`config.mk`:
```
export PLATFORM = sky130hd
export DESIGN_NAME = pwd_access_ctrl
export DESIGN_NICKNAME = d
export VERILOG_FILES = /design/src/rtl/pwd_pkg.sv /design/src/rtl/pwd_byte_reg.sv /design/src/rtl/pwd_compare.sv /design/src/rtl/pwd_region_decode.sv /design/src/rtl/pwd_access_ctrl.sv
export SDC_FILE = /design/constraint.sdc
export NUM_CORES = 1
export LEC_CHECK = 0
export ABC_AREA = 1
export BUFFER_PORTS_ARGS = -buffer_cell sky130_fd_sc_hd__clkbuf_2
export CAP_MARGIN = 40
export CORE_MARGIN = 1.5
export CORE_UTILIZATION = 55
export CTS_BUF_LIST = sky130_fd_sc_hd__clkbuf_8
export CTS_CLUSTER_DIAMETER = 50
export CTS_CLUSTER_SIZE = 28
export DETAILED_ROUTE_END_ITERATION = 8
export GPL_ROUTABILITY_DRIVEN = 0
export PLACE_DENSITY_LB_ADDON = 0.3
export SYNTH_ARGS = -nofsm -noshare
export SYNTH_HDL_FRONTEND = slang
export SYNTH_SLANG_ARGS = --single-unit
```
`constraint.sdc`:
```
create_clock -name clk -period 4.45 [get_ports clk]
set_input_delay 0.89 -clock clk [delete_from_list [all_inputs] [get_ports clk]]
set_output_delay 0.89 -clock clk [all_outputs]
set_load 0.02 [all_outputs]
```
`src/rtl/pwd_pkg.sv`:
```
// Shared types and the rights table of the access controller.
// Assumes four regions whose bit positions are fixed by region_e.
package pwd_pkg;

    typedef enum logic [1:0] {
        LVL_USER = 2'b00,
        LVL_ONE  = 2'b01,
        LVL_TWO  = 2'b10
    } level_e;

    typedef enum logic [1:0] {
        RGN_MON  = 2'd0,
        RGN_CUST = 2'd1,
        RGN_CTRL = 2'd2,
        RGN_KEY  = 2'd3
    } region_e;

    localparam int NUM_RGN = 4;

    // Read rights per level, one bit per region.
    function automatic logic [NUM_RGN-1:0] rd_rights(level_e lvl);
        case (lvl)
            LVL_ONE: return 4'b0011;
            LVL_TWO: return 4'b1111;
            default: return 4'b0001;
        endcase
    endfunction

    // Write rights per level, one bit per region.
    function automatic logic [NUM_RGN-1:0] wr_rights(level_e lvl);
        case (lvl)
            LVL_ONE: return 4'b0011;
            LVL_TWO: return 4'b1111;
            default: return 4'b0000;
        endcase
    endfunction

endpackage

```
`src/rtl/pwd_byte_reg.sv`:
```
// Multi-byte register written one byte at a time.
// Byte index 0 is the most significant byte of value.
// Assumes at most one byte is written per cycle.
module pwd_byte_reg #(
    parameter int                  PW_BYTES  = 4,
    parameter logic [PW_BYTES*8-1:0] RESET_VAL = '1,
    localparam int                 IDX_W     = (PW_BYTES > 1) ? $clog2(PW_BYTES) : 1
) (
    input  logic                  clk,
    input  logic                  rst_n,
    input  logic                  wr_en,
    input  logic [IDX_W-1:0]      idx,
    input  logic [7:0]            wdata,
    output logic [PW_BYTES*8-1:0] value
);

    // Load the reset value, or replace the addressed byte.
    always_ff @(posedge clk) begin
        if (!rst_n) begin
            value <= RESET_VAL;
        end else if (wr_en) begin
            for (int i = 0; i < PW_BYTES; i++) begin
                if (idx == IDX_W'(i)) begin
                    value[(PW_BYTES-1-i)*8 +: 8] <= wdata;
                end
            end
        end
    end

endmodule

```
`src/rtl/pwd_compare.sv`:
```
// Compares the entry with both passwords byte by byte and picks the level.
// A level-2 match wins over a level-1 match. Purely combinational.
module pwd_compare
    import pwd_pkg::*;
#(
    parameter int                    PW_BYTES    = 4,
    parameter logic [PW_BYTES*8-1:0] L2_PASSWORD = '0
) (
    input  logic [PW_BYTES*8-1:0] entry,
    input  logic [PW_BYTES*8-1:0] l1_pw,
    output level_e                level
);

    logic [PW_BYTES-1:0] hit_l1;
    logic [PW_BYTES-1:0] hit_l2;

    for (genvar g = 0; g < PW_BYTES; g++) begin : g_byte
        assign hit_l1[g] = (entry[g*8 +: 8] == l1_pw[g*8 +: 8]);
        assign hit_l2[g] = (entry[g*8 +: 8] == L2_PASSWORD[g*8 +: 8]);
    end

    // Priority choice: level 2, then level 1, else user.
    always_comb begin
        if (&hit_l2)      level = LVL_TWO;
        else if (&hit_l1) level = LVL_ONE;
        else              level = LVL_USER;
    end

endmodule

```
`src/rtl/pwd_region_decode.sv`:
```
// Classifies each access, gates the memory strobes and masks read data.
// Assumes the backing memory returns mem_rdata combinationally.
// Entry bytes and level-1 password bytes are never forwarded to memory.
module pwd_region_decode
    import pwd_pkg::*;
#(
    parameter int            TBL_W       = 8,
    parameter int            ADDR_W      = 8,
    parameter int            PW_BYTES    = 4,
    parameter logic [TBL_W-1:0]  ENTRY_TABLE = 8'h00,
    parameter logic [ADDR_W-1:0] ENTRY_BASE  = 8'h7B,
    parameter logic [TBL_W-1:0]  CUST_TABLE  = 8'h01,
    parameter logic [TBL_W-1:0]  KEY_TABLE   = 8'h03,
    parameter logic [ADDR_W-1:0] KEY_BASE    = 8'hD3,
    localparam int           IDX_W       = (PW_BYTES > 1) ? $clog2(PW_BYTES) : 1
) (
    input  logic [TBL_W-1:0]      bus_table,
    input  logic [ADDR_W-1:0]     bus_addr,
    input  logic                  bus_we,
    input  logic                  bus_rd,
    input  level_e                level,
    input  logic [7:0]            mem_rdata,
    input  logic [PW_BYTES*8-1:0] l1_pw,
    output logic                  entry_we,
    output logic                  key_we,
    output logic [IDX_W-1:0]      byte_idx,
    output logic [7:0]            bus_rdata,
    output logic                  mem_we,
    output logic                  mem_re,
    output logic [NUM_RGN-1:0]    rgn_rd_ok,
    output logic [NUM_RGN-1:0]    rgn_wr_ok
);

    logic [ADDR_W:0] ent_off;
    logic [ADDR_W:0] key_off;
    logic            entry_hit;
    logic            key_hit;
    region_e         region;
    logic [7:0]      key_byte;

    assign ent_off = {1'b0, bus_addr} - {1'b0, ENTRY_BASE};
    assign key_off = {1'b0, bus_addr} - {1'b0, KEY_BASE};

    // Range hits for the entry window and the level-1 password window.
    always_comb begin
        entry_hit = (bus_table == ENTRY_TABLE) && (bus_addr >= ENTRY_BASE)
                    && (ent_off < (ADDR_W+1)'(PW_BYTES));
        key_hit   = (bus_table == KEY_TABLE) && (bus_addr >= KEY_BASE)
                    && (key_off < (ADDR_W+1)'(PW_BYTES));
    end

    // Region of the access; the entry window counts as monitor area.
    always_comb begin
        if (key_hit)                       region = RGN_KEY;
        else if (bus_table == ENTRY_TABLE) region = RGN_MON;
        else if (bus_table == CUST_TABLE)  region = RGN_CUST;
        else                               region = RGN_CTRL;
    end

    assign rgn_rd_ok = rd_rights(level);
    assign rgn_wr_ok = wr_rights(level);

    assign byte_idx = entry_hit ? ent_off[IDX_W-1:0] : key_off[IDX_W-1:0];
    assign entry_we = bus_we && entry_hit;
    assign key_we   = bus_we && key_hit && rgn_wr_ok[RGN_KEY];

    // Memory strobes pass only for allowed accesses outside the local windows.
    always_comb begin
        mem_we = bus_we && !entry_hit && !key_hit && rgn_wr_ok[region];
        mem_re = bus_rd && !entry_hit && !key_hit && rgn_rd_ok[region];
    end

    // Select the addressed level-1 password byte, most significant first.
    always_comb begin
        key_byte = 8'h00;
        for (int i = 0; i < PW_BYTES; i++) begin
            if (byte_idx == IDX_W'(i)) key_byte = l1_pw[(PW_BYTES-1-i)*8 +: 8];
        end
    end

    // Masked read data.
    always_comb begin
        if (entry_hit || !rgn_rd_ok[region]) bus_rdata = 8'hFF;
        else if (key_hit)                    bus_rdata = key_byte;
        else                                 bus_rdata = mem_rdata;
    end

endmodule

```
`src/rtl/pwd_access_ctrl.sv`:
```
// Top of the password-gated access controller.
// Holds the write-only entry and the level-1 password, and derives the level.
// Drives the gated memory strobes and the masked read data.
// Assumes one bus access per cycle and a synchronous active-low reset.
module pwd_access_ctrl
    import pwd_pkg::*;
#(
    parameter int            TBL_W       = 8,
    parameter int            ADDR_W      = 8,
    parameter int            PW_BYTES    = 4,
    parameter logic [TBL_W-1:0]  ENTRY_TABLE = 8'h00,
    parameter logic [ADDR_W-1:0] ENTRY_BASE  = 8'h7B,
    parameter logic [TBL_W-1:0]  CUST_TABLE  = 8'h01,
    parameter logic [TBL_W-1:0]  KEY_TABLE   = 8'h03,
    parameter logic [ADDR_W-1:0] KEY_BASE    = 8'hD3,
    parameter logic [PW_BYTES*8-1:0] L1_DEFAULT  = '0,
    parameter logic [PW_BYTES*8-1:0] L2_PASSWORD = '0,
    localparam int           IDX_W       = (PW_BYTES > 1) ? $clog2(PW_BYTES) : 1
) (
    input  logic              clk,
    input  logic              rst_n,
    input  logic [TBL_W-1:0]  bus_table,
    input  logic [ADDR_W-1:0] bus_addr,
    input  logic [7:0]        bus_wdata,
    input  logic              bus_we,
    input  logic              bus_rd,
    output logic [7:0]        bus_rdata,
    input  logic [7:0]        mem_rdata,
    output logic              mem_we,
    output logic              mem_re,
    output logic [1:0]        access_level,
    output logic [3:0]        rgn_rd_ok,
    output logic [3:0]        rgn_wr_ok
);

    logic [PW_BYTES*8-1:0] entry;
    logic [PW_BYTES*8-1:0] l1_pw;
    logic                  entry_we;
    logic                  key_we;
    logic [IDX_W-1:0]      byte_idx;
    level_e                level;

    pwd_byte_reg #(.PW_BYTES(PW_BYTES), .RESET_VAL('1)) u_entry (
        .clk(clk), .rst_n(rst_n), .wr_en(entry_we), .idx(byte_idx),
        .wdata(bus_wdata), .value(entry)
    );

    pwd_byte_reg #(.PW_BYTES(PW_BYTES), .RESET_VAL(L1_DEFAULT)) u_l1_store (
        .clk(clk), .rst_n(rst_n), .wr_en(key_we), .idx(byte_idx),
        .wdata(bus_wdata), .value(l1_pw)
    );

    pwd_compare #(.PW_BYTES(PW_BYTES), .L2_PASSWORD(L2_PASSWORD)) u_cmp (
        .entry(entry), .l1_pw(l1_pw), .level(level)
    );

    pwd_region_decode #(
        .TBL_W(TBL_W), .ADDR_W(ADDR_W), .PW_BYTES(PW_BYTES),
        .ENTRY_TABLE(ENTRY_TABLE), .ENTRY_BASE(ENTRY_BASE),
        .CUST_TABLE(CUST_TABLE), .KEY_TABLE(KEY_TABLE), .KEY_BASE(KEY_BASE)
    ) u_dec (
        .bus_table(bus_table), .bus_addr(bus_addr), .bus_we(bus_we),
        .bus_rd(bus_rd), .level(level), .mem_rdata(mem_rdata), .l1_pw(l1_pw),
        .entry_we(entry_we), .key_we(key_we), .byte_idx(byte_idx),
        .bus_rdata(bus_rdata), .mem_we(mem_we), .mem_re(mem_re),
        .rgn_rd_ok(rgn_rd_ok), .rgn_wr_ok(rgn_wr_ok)
    );

    assign access_level = level;

endmodule

```
### After elaboration in Yosys (flattened, before gate mapping)

Index checks and enable logic that the tools add are counted.
W data, S select, Z words.

* output and inout port bits: 20
* register bits after elaboration: 64
* bits in latches: 0
* bits of input ports: 36
* word-level logic and storage cells: 77
* ROM bits: 0
* memories: 0
* RAM bits: 0

* eq/ne operators: 11
* reductions and logical operators: 33
* muxes and demuxes: 18
* shift operators: 0
* div/mod/pow operators: 0
* bitwise logic cells: 0
* add/subtract/negate cells: 2
* multiply operators: 0
* $lt $le $gt $ge: 5

Operators with widths (number)
* $mux W8: 6
* $logic_not A8 Y1: 5
* $eq A8 B8 Y1: 4
* $lt A9 B3 Y1 const B: 2
* $pmux W4 S2: 2
* $reduce_and A2 Y1: 8
* $logic_and A1 B1 Y1: 13
* $mux W2: 5
* $sub A8 B7 Y9 const B: 1
* $sub A8 B8 Y9 const B: 1
* $eq A8 B1 Y1 const B: 1
* $eq A8 B2 Y1 const B: 1
* $ge A8 B7 Y1 const B: 1
* $ge A8 B8 Y1 const B: 1
* $reduce_and A4 Y1: 2
* $eq A2 B2 Y1 const B: 3
* $bmux W1 S2: 2
* $eq A2 B1 Y1 const B: 2
* $logic_not A1 Y1: 3
* $lt A2 B3 Y1 const B: 1
* $mux W1: 3
* $logic_not A2 Y1: 1
* $logic_or A1 B1 Y1: 1

### Logic depth before layout (Yosys ltp)

Gate-level depths: netlist (run 1).

* depth after elaboration: 11
* gate-level depth with buffers: 11
* mapped depth without buffers: 11

### Hierarchy

A second synthesis (run 1) with hierarchy kept.

* cells, all modules: 688
* area, all modules: 4295.4 µm²

Modules (own cells, without submodules)
* pwd_byte_reg (u_l1_store): seq. area each 640.6 µm², instances 1, area an instance 1422.6 µm², cells an instance 207
* pwd_byte_reg (u_entry): seq. area each 640.6 µm², instances 1, area an instance 1303.8 µm², cells an instance 146
* pwd_region_decode: seq. area each 0.0 µm², instances 1, area an instance 895.9 µm², cells an instance 177
* pwd_compare: seq. area each 0.0 µm², instances 1, area an instance 673.1 µm², cells an instance 158

### Worst setup path after synthesis (run 1)

Ideal clock, no wire load.

* kind: input to output
* from: input bus_table[3]
* to: output bus_rdata[3]
* stages: 7
* path slack: 1424 ps
* data required time: 3560 ps
* arrival time: 2136 ps
* buffers on the path: 1
* cell sequence: nor2_1 > nand3_1 > nor3_4 > buf_2 > o21ai_0 > o22ai_1 > nand3_1

* word-level cells in the longest chain between the ends: 11
* elaborated cells between the ends (all ways): 25
* classes of those cells: eq/ne (5); mux (12); reduce/logical (8)

RTL lines
* from (decl): RTL line pwd_access_ctrl.sv:22 `input logic [TBL_W-1:0] bus_table,`
* $logic_not A8 Y1: RTL line pwd_region_decode.sv:46, pwd_region_decode.sv:55
* $logic_and A1 B1 Y1: RTL line pwd_region_decode.sv:46 `entry_hit = (bus_table == ENTRY_TABLE) && (bus_addr >= ENTRY_BASE)`
* $logic_and A1 B1 Y1: RTL line pwd_region_decode.sv:47 `&& (ent_off < (ADDR_W+1)'(PW_BYTES));`
* $mux W2: RTL line pwd_region_decode.sv:63 `assign byte_idx = entry_hit ? ent_off[IDX_W-1:0] : key_off[IDX_W-1:0];`
* $logic_not A2 Y1: RTL line pwd_region_decode.sv:77 `if (byte_idx == IDX_W'(i)) key_byte = l1_pw[(PW_BYTES-1-i)*8 +: 8];`
* $mux W8 (4 in a row): RTL line pwd_region_decode.sv:77
* $mux W8: RTL line pwd_region_decode.sv:84 `else if (key_hit) bus_rdata = key_byte;`
* $mux W8 (*): RTL line pwd_region_decode.sv:83 `if (entry_hit || !rgn_rd_ok[region]) bus_rdata = 8'hFF;`
* to (decl): RTL line pwd_access_ctrl.sv:27 `output logic [7:0] bus_rdata,`

Mark *: on every way between the ends. The rest lies on a longest branch, timed or not. The select of a mux whose other input is x is not followed.

### Worst setup path after layout (run 1)

* from: input bus_addr[0]
* to: output bus_rdata[1]

* word-level cells in the longest chain between the ends: 11
* elaborated cells between the ends (all ways): 26
* classes of those cells: add/sub (2); order compare (4); eq/ne (3); mux (10); reduce/logical (7)

RTL lines
* from (decl): RTL line pwd_access_ctrl.sv:23 `input logic [ADDR_W-1:0] bus_addr,`
* $sub A8 B7 Y9 or $ge A8 B7 Y1 (tied branches): RTL line pwd_region_decode.sv:41, pwd_region_decode.sv:46
* $lt A9 B3 Y1 or $logic_and A1 B1 Y1 (tied branches): RTL line pwd_region_decode.sv:47, pwd_region_decode.sv:46
* $logic_and A1 B1 Y1: RTL line pwd_region_decode.sv:47
* $mux W2: RTL line pwd_region_decode.sv:63
* $logic_not A2 Y1: RTL line pwd_region_decode.sv:77
* $mux W8 (4 in a row): RTL line pwd_region_decode.sv:77
* $mux W8: RTL line pwd_region_decode.sv:84
* $mux W8 (*): RTL line pwd_region_decode.sv:83

Marks and branches as above.

==> flow_summary_export.csv, run 1 <==
group,metric,value,unit
setup_path,crit_fanout,19,
run,drv_cap,0,
global_route,grt_max_degree,65,
routing,wl,10260,um
floorplan,std_cell_rows,29,
synth,ys_seq_area_share,35.08,%
final_layout,fin_nets,634,
timing,finalCriticalPeriod,3537,ps
floorplan,die_w,84.49,um
setup_path,arrival,2650,ps
global_route,grt_util_all_layers,29.78,%
cts,cts_max_level,3,
floorplan,fp.dieH,84.49,um
pwr,ir_worst_vdd,0.0002152,V
floorplan,initial_utilization,57.19,%
cts,cts_max_path_buffers,2,
cts,clk_pin_slew,70,ps
timing,skew,9.146,ps
cts,cts_root_buf,"clkbuf_8",
synth,synth_area,3652,sq um
timing,finalSetupViolCount,0,
routing,post_drt_via_cell_ratio,5.544,
floorplan,core,6386,sq um
timing,relSlewSlack,54.63,%
pwr,finalPower,1286,uW
timing,hold_slack,500.6,ps
final_layout,drive_gt1_share,14.59,%
min_path,whs_endpoint,"u_entry.value[3]",
setup_path,r2r_cells,9,
global_route,antenna_found_initial,0,
timing,fmax,282.8,MHz
global_route,grt_pass1_wl,16730,um
timing,fin_ws,913.5,ps
global_route,first_global_vias,3410,
synth,synth_commonest_cells,"nand2_1, nor2_1, dfxtp_1",
min_path,hp-start,"u_entry.value[3]",
routing,drt-pass1-iter-count,6,
pwr,powerDensity,313.5,nW/um^2
min_path,min_path_type,"reg -> reg",
setup_path,worst-r2r-setup-slack,2260,ps
routing,antenna_left,0,
cts,cts_buffers,9,
cts,cts_resized,0,
timing,final_max_slew_viol_count,0,
cts,cts_tree,"yes",
synth,yosys_warnings,0,
setup_path,critPathRequiredTime,3560,ps
setup_path,timing.rr.start,"u_entry.value[29]",
cts,clock-sinks,64,
placed_design,dp_slack,919.8,ps
synth,synth_fp_nets,605,
placed_design,dp.cells,664,
cts,cts_hold_buf,0,
timing,rsz0062_at_grt,"no",
routing,post_drt_wl_per_cell,15.09,um
setup_path,worst-setup-path-type,"in -> out",
synth,ys_types,29,
synth,ys_top_cells_by_area,"dfxtp_1, nand2_1, nor2_1",
setup_path,start_kind,"input pin",
min_path,hold_depth,2,
pwr,cellLeakagePower,0.002015,uW
floorplan,die-area,7139,sq um
final_layout,diodes,0,
setup_path,critPathCaptureType,"output pin",
global_route,grt-ovfl-total,0,
synth,yosysMostFrequentCell,"nand2_1",
routing,drt_iter0_drc,362,
outcome,status,"completed",
synth,syn_inst,569,
cts,post_cts_buffers,0,
floorplan,io_pins,56,
synth,synth_top_area_share,35.08,%
cts,clk_latency,350,ps
synth,synthFlopType,"dfxtp_1",
synth,synth-seq-cells,64,
timing,final_hold_viol_count,0,
timing,tns,0,ps
synth,synth_edf_count,0,
timing,period_share,79.47,%
placed_design,port_buffers,54,
synth,avgSynthCellArea,6.419,sq um
final_layout,final.fill_count,583,
routing,drc,0,
timing,worstMarginPinSlew,680.6,ps
synth,yosys.area.top_type,"dfxtp_1",
routing,vias,3770,
placed_design,dpl.hpwl,6949,um
synth,async_reset_ff_share,0,%
final_layout,area_delta_synth_final,12.30,%
final_layout,fin_cells,680,
setup_path,r2r-end,"u_l1_store.value[23]",
metal layers:
layer / share of wire [%] / vias up / track usage (%)
li1: - / 1867 / -
met2: 43 / 214 / 44.16
met5: 0 / - / 0
met3: 11 / 22 / 7.080
met4: 2.5 / 0 / 10.41
met1: 44 / 1667 / 42.44
worst max-delay path, stage by stage:
cell and delay (ps):
clkbuf_2 120, nand2_4 150, inv_2 120, nand2_1 90, nand2_2 70, nor3_4 540
inv_1 190, o21ai_0 220, nand3_1 90, clkbuf_2 170
stage by stage:
step           utilization [%]  instance area (sq um)
6_report                 64.22                   4101
5_1_grt                  64.22                   4101
4_1_cts                  64.22                   4101
3_5_place_dp             60.25                   3847
3_3_place_gp             60.25                   3847
2_1_floorplan                -                   3652
final cells by class:
cell class	instances	area, sq um	share of cell area (%)
clock inverter	5	102.6	2.502
tap	77	96.34	2.349
clock buffer	11	151.4	3.691
multi-input combinational	416	1986	48.41
timing repair buffer	58	300.3	7.322
inverter	49	183.9	4.484
sequential	64	1281	31.24
flip-flops by register name, indices dropped and copies added, names as in the netlist:
name	count
u_l1_store.value	32
u_entry.value	32
placed cells by master, fill, tap and decap left out:
cell / Yosys / routed
nand2_1: 154 / 154
nor2_1: 105 / 105
dfxtp_1: 64 / 64
clkbuf_2: 8 / 54
nand3_1: 50 / 50
inv_1: 48 / 48
nand4_1: 32 / 32
xnor2_1: 26 / 26
clkbuf_8: 0 / 11
o21ai_0: 10 / 10
o22ai_1: 8 / 8
a21oi_1: 6 / 6
o211ai_1: 4 / 4
nand4_2: 4 / 4
buf_4: 7 / 4
or2_2: 3 / 3
bufinv_16: 0 / 3
nor2_2: 2 / 2
nand2_2: 2 / 2
o221ai_1: 2 / 2
nand2_4: 1 / 1
inv_2: 1 / 1
nor3_4: 1 / 1
nor3b_1: 1 / 1
o31ai_1: 1 / 1
nor3_1: 1 / 1
and2_1: 1 / 1
and3_1: 1 / 1
conb_1: 1 / 1
clkinvlp_4: 0 / 1
clkinv_2: 0 / 1
power by group:
part / total, uW / internal (uW) / leakage, uW / switching (uW)
logic: 73.9 / 19.0 / 0.00137 / 54.9
clock network: 640 / 402 / 0.000126 / 238
registers: 572 / 572 / 0.000517 / 0.00532
worst max-delay path by stage:
stage | end | cells after the start | startpoint | slack [ps]
floorplan | bus_rdata[3] | 7 | bus_table[3] | 1420
global placement | mem_we | 11 | bus_addr[0] | 1010
detailed placement | bus_rdata[1] | 10 | bus_addr[0] | 920
CTS | bus_rdata[1] | 10 | bus_addr[0] | 920
global route | bus_rdata[4] | 10 | bus_addr[0] | 720
finish | bus_rdata[1] | 10 | bus_addr[0] | 910
cell families after synthesis:
| group | after synthesis | synth area share, % |
|---|---|---|
| other | 1 | 0.1027 |
| AND/OR/NAND/NOR | 358 | 42.96 |
| XOR/XNOR | 26 | 6.235 |
| flip-flops | 64 | 35.08 |
| AO/OA/AOI/OAI | 31 | 5.071 |
| buffers and inverters | 89 | 10.55 |
No activity file was read; power rests on OpenSTA's default activity.
==> run 2: changes to the inputs <==
- ABC_AREA: 1 -> 0
- CORE_UTILIZATION: 55 -> 53
- clock period: 4.45 -> 3.1 ns (I/O delays scaled with it)
==> run 2 against run 1 <==
Compared with the run above: sequential share of layout area down 0.81 points; clock skew down 3.4 ps; highest routed layer unchanged; design area up 2.7%; via count down 30%; die area up 4.4%; synthesized area up 0.79%; flip-flop and latch count unchanged; worst hold slack better by 52 ps; critical endpoint is now mem_we; global-route usage down 5.7 points; synthesized cell count down 40%; non-clock buffer count up 12; count of clock-buffer cells in the layout unchanged; largest power group is now registers.
==> flow_summary_export.csv, run 2 <==
group,metric,value,unit
synth,syn_inst,341,
global_route,grt_max_degree,35,
routing,drt-pass1-iter-count,4,
floorplan,core,6756,sq um
routing,antenna_left,0,
setup_path,crit_buf_inv,1,
pwr,cellLeakagePower,0.001634,uW
pwr,powerDensity,366.7,nW/um^2
pwr,p_switching,358.8,uW
timing,fmax,344.0,MHz
synth,yosys.area.top_type,"dfxtp_1",
floorplan,die-area,7455,sq um
synth,synth_edf_count,0,
final_layout,multiInputGateArea,2218,sq um
pwr,p_comb_share,6.2,%
pwr,ir_worst_vdd,0.0002398,V
cts,cts_max_level,3,
cts,clock-sinks,64,
min_path,min_path_type,"reg -> reg",
setup_path,start_kind,"flop",
cts,clk_latency,340,ps
synth,synth_fp_nets,377,
timing,rsz0062_at_grt,"no",
setup_path,critPathRequiredTime,2480,ps
timing,period_share,93.77,%
global_route,first_global_vias,2566,
floorplan,std_cell_rows,30,
routing,post_drt_via_cell_ratio,5.551,
synth,synthFlopType,"dfxtp_1",
timing,final_max_slew_viol_count,0,
routing,drc,0,
setup_path,critPathCaptureType,"output pin",
pwr,p_int,1185,uW
cts,cts_buffers,9,
final_layout,drive_gt1_share,29.22,%
synth,synth-seq-cells,64,
setup_path,worst-r2r-setup-slack,920,ps
outcome,status,"completed",
timing,skew,5.781,ps
synth,synth_area,3681,sq um
timing,worstMarginPinSlew,588.9,ps
synth,ys_types,34,
final_layout,final_common_cell,"mux2i_1",
global_route,antenna_found_initial,0,
synth,async_reset_ff_share,0,%
floorplan,die_w,86.34,um
timing,tns,0,ps
run,drv_cap,0,
synth,ys_top_cells_by_area,"dfxtp_1, mux2i_1, xnor2_1",
synth,ys_seq_area_share,34.81,%
pwr,clkPwrFrac,40.6,%
routing,wl,8451,um
synth,synth_top_area_share,34.81,%
global_route,grt-ovfl-total,0,
final_layout,diodes,0,
routing,post_drt_wl_per_cell,17.72,um
setup_path,crit_slowest_cell,"nor4_2",
final_layout,final.fill_count,547,
global_route,grt_util_all_layers,24.04,%
synth,yosys_warnings,0,
setup_path,worst-setup-path-type,"reg -> out",
final_layout,area_delta_synth_final,14.38,%
floorplan,initial_utilization,54.48,%
cts,cts_max_path_buffers,2,
setup_path,crit_fanout,10,
synth,synth_commonest_cells,"mux2i_1, dfxtp_1, nand2_1, nor2b_1, xnor2_1",
pwr,pwr-share-seq,53.2,%
placed_design,port_buffers,54,
timing,final_hold_viol_count,0,
final_layout,ff_latch_area,1281,sq um
final_layout,top_regs,"u_entry.value (32), u_l1_store.value (32)",
setup_path,cp_top_family,"simple AND/OR/NAND/NOR gates",
setup_path,cpPeakStageDelay,410,ps
timing,relSlewSlack,60.74,%
final_layout,final_cell_mix,"mux2i_1, dfxtp_1, clkbuf_2",
floorplan,fp.dieH,86.34,um
cts,clk_pin_slew,70,ps
synth,yosysMostFrequentCell,"mux2i_1",
pwr,swShare,23.23,%
timing,finalSetupViolCount,0,
cts,cts_hold_buf,0,
routing,vias,2648,
global_route,grt_pass1_wl,13430,um
routing,drt_iter0_drc,120,
final_layout,fin_nets,429,
setup_path,arrival,2290,ps
setup_path,cp_cell_sequence,"nor4_2, nand4_4, nor2_1, mux2_2, and4b_1, clkbuf_2",
synth,avgSynthCellArea,10.79,sq um
placed_design,dpl.hpwl,6379,um
timing,finalCriticalPeriod,2907,ps
cts,cts_root_buf,"clkbuf_8",
cts,cts_tree,"yes",
floorplan,io_pins,56,
pwr,finalPower,1544,uW
-- run 2: cell types whose count changed after synthesis, sizes merged, moves of 13 or more --
cell	before	now
nand2	157	35
nor2	107	4
mux2i	0	72
inv	49	4
nand3	50	9
nor2b	0	35
nand4	36	14
nor4	0	17
clkbuf	21	8
-- run 2: logic make-up after synthesis --
kind of cell	count (synthesis)	synth area share, %
AO/OA/AOI/OAI	6	2.005
XOR/XNOR	32	7.614
buffers and inverters	33	5.268
flip-flops	64	34.81
multiplexers	81	24.78
other	1	0.1019
AND/OR/NAND/NOR	124	25.42
-- run 2: worst min-delay path, cell delays in order, from the launching register on --
cell     delay (ps)
dfxtp_1         380
mux2i_1          90
nand2_1          60
-- run 2: final cells by class --
class / count / share of cell area, %
clock inverter: 4 / 0.5052
timing repair buffer: 70 / 10.04
inverter: 4 / 0.3566
clock buffer: 11 / 3.596
multi-input combinational: 244 / 52.69
sequential: 64 / 30.43
tap: 80 / 2.377
-- run 2: routing by layer --
metal / wire [um] / GRT usage [%]
met5: 0 / 0
met4: 77 / 8.504
met2: 4099 / 40.98
met1: 3762 / 30.40
met3: 512 / 4.571
-- run 2: repair_timing --
| item | CTS | global route |
|---|---|---|
| resized for setup | 0 | 1 |
| endpoints found under the setup margin | 0 | 1 |
| setup buffers | 0 | 0 |
-- run 2: worst paths after layout --
path | cells after the start | start | to
worst min register to register | 2 | u_entry.value[1] | u_entry.value[1]
worst min-delay path | 2 | u_entry.value[1] | u_entry.value[1]
worst max-delay path | 6 | u_entry.value[7] | mem_we
worst max register to register | 6 | u_entry.value[7] | u_l1_store.value[24]
-- run 2: power by group through the flow --
stage / sequential, uW / combinational, uW / clock, uW
after CTS: 822 / 95.8 / 636
after global routing: 821 / 103 / 682
after detailed placement: 841 / 95.3 / 0
final: 822 / 95.4 / 627
after floorplan: 841 / 62.7 / 0
after global placement: 841 / 90.6 / 0
-- run 2: stage by stage --
stage	cell area (sq um)	utilization (%)	hold WS (ps)	setup slack, ps	instances
finish	4210	62.31	552.2	193.1	477
global route	4210	62.31	579.8	32.96	477
CTS	4204	62.22	554.3	92.59	477
detailed placement	4031	59.67	536.4	295.0	462
global placement	4004	59.26	522.1	342.8	461
floorplan	3681	-	505.9	274.7	341
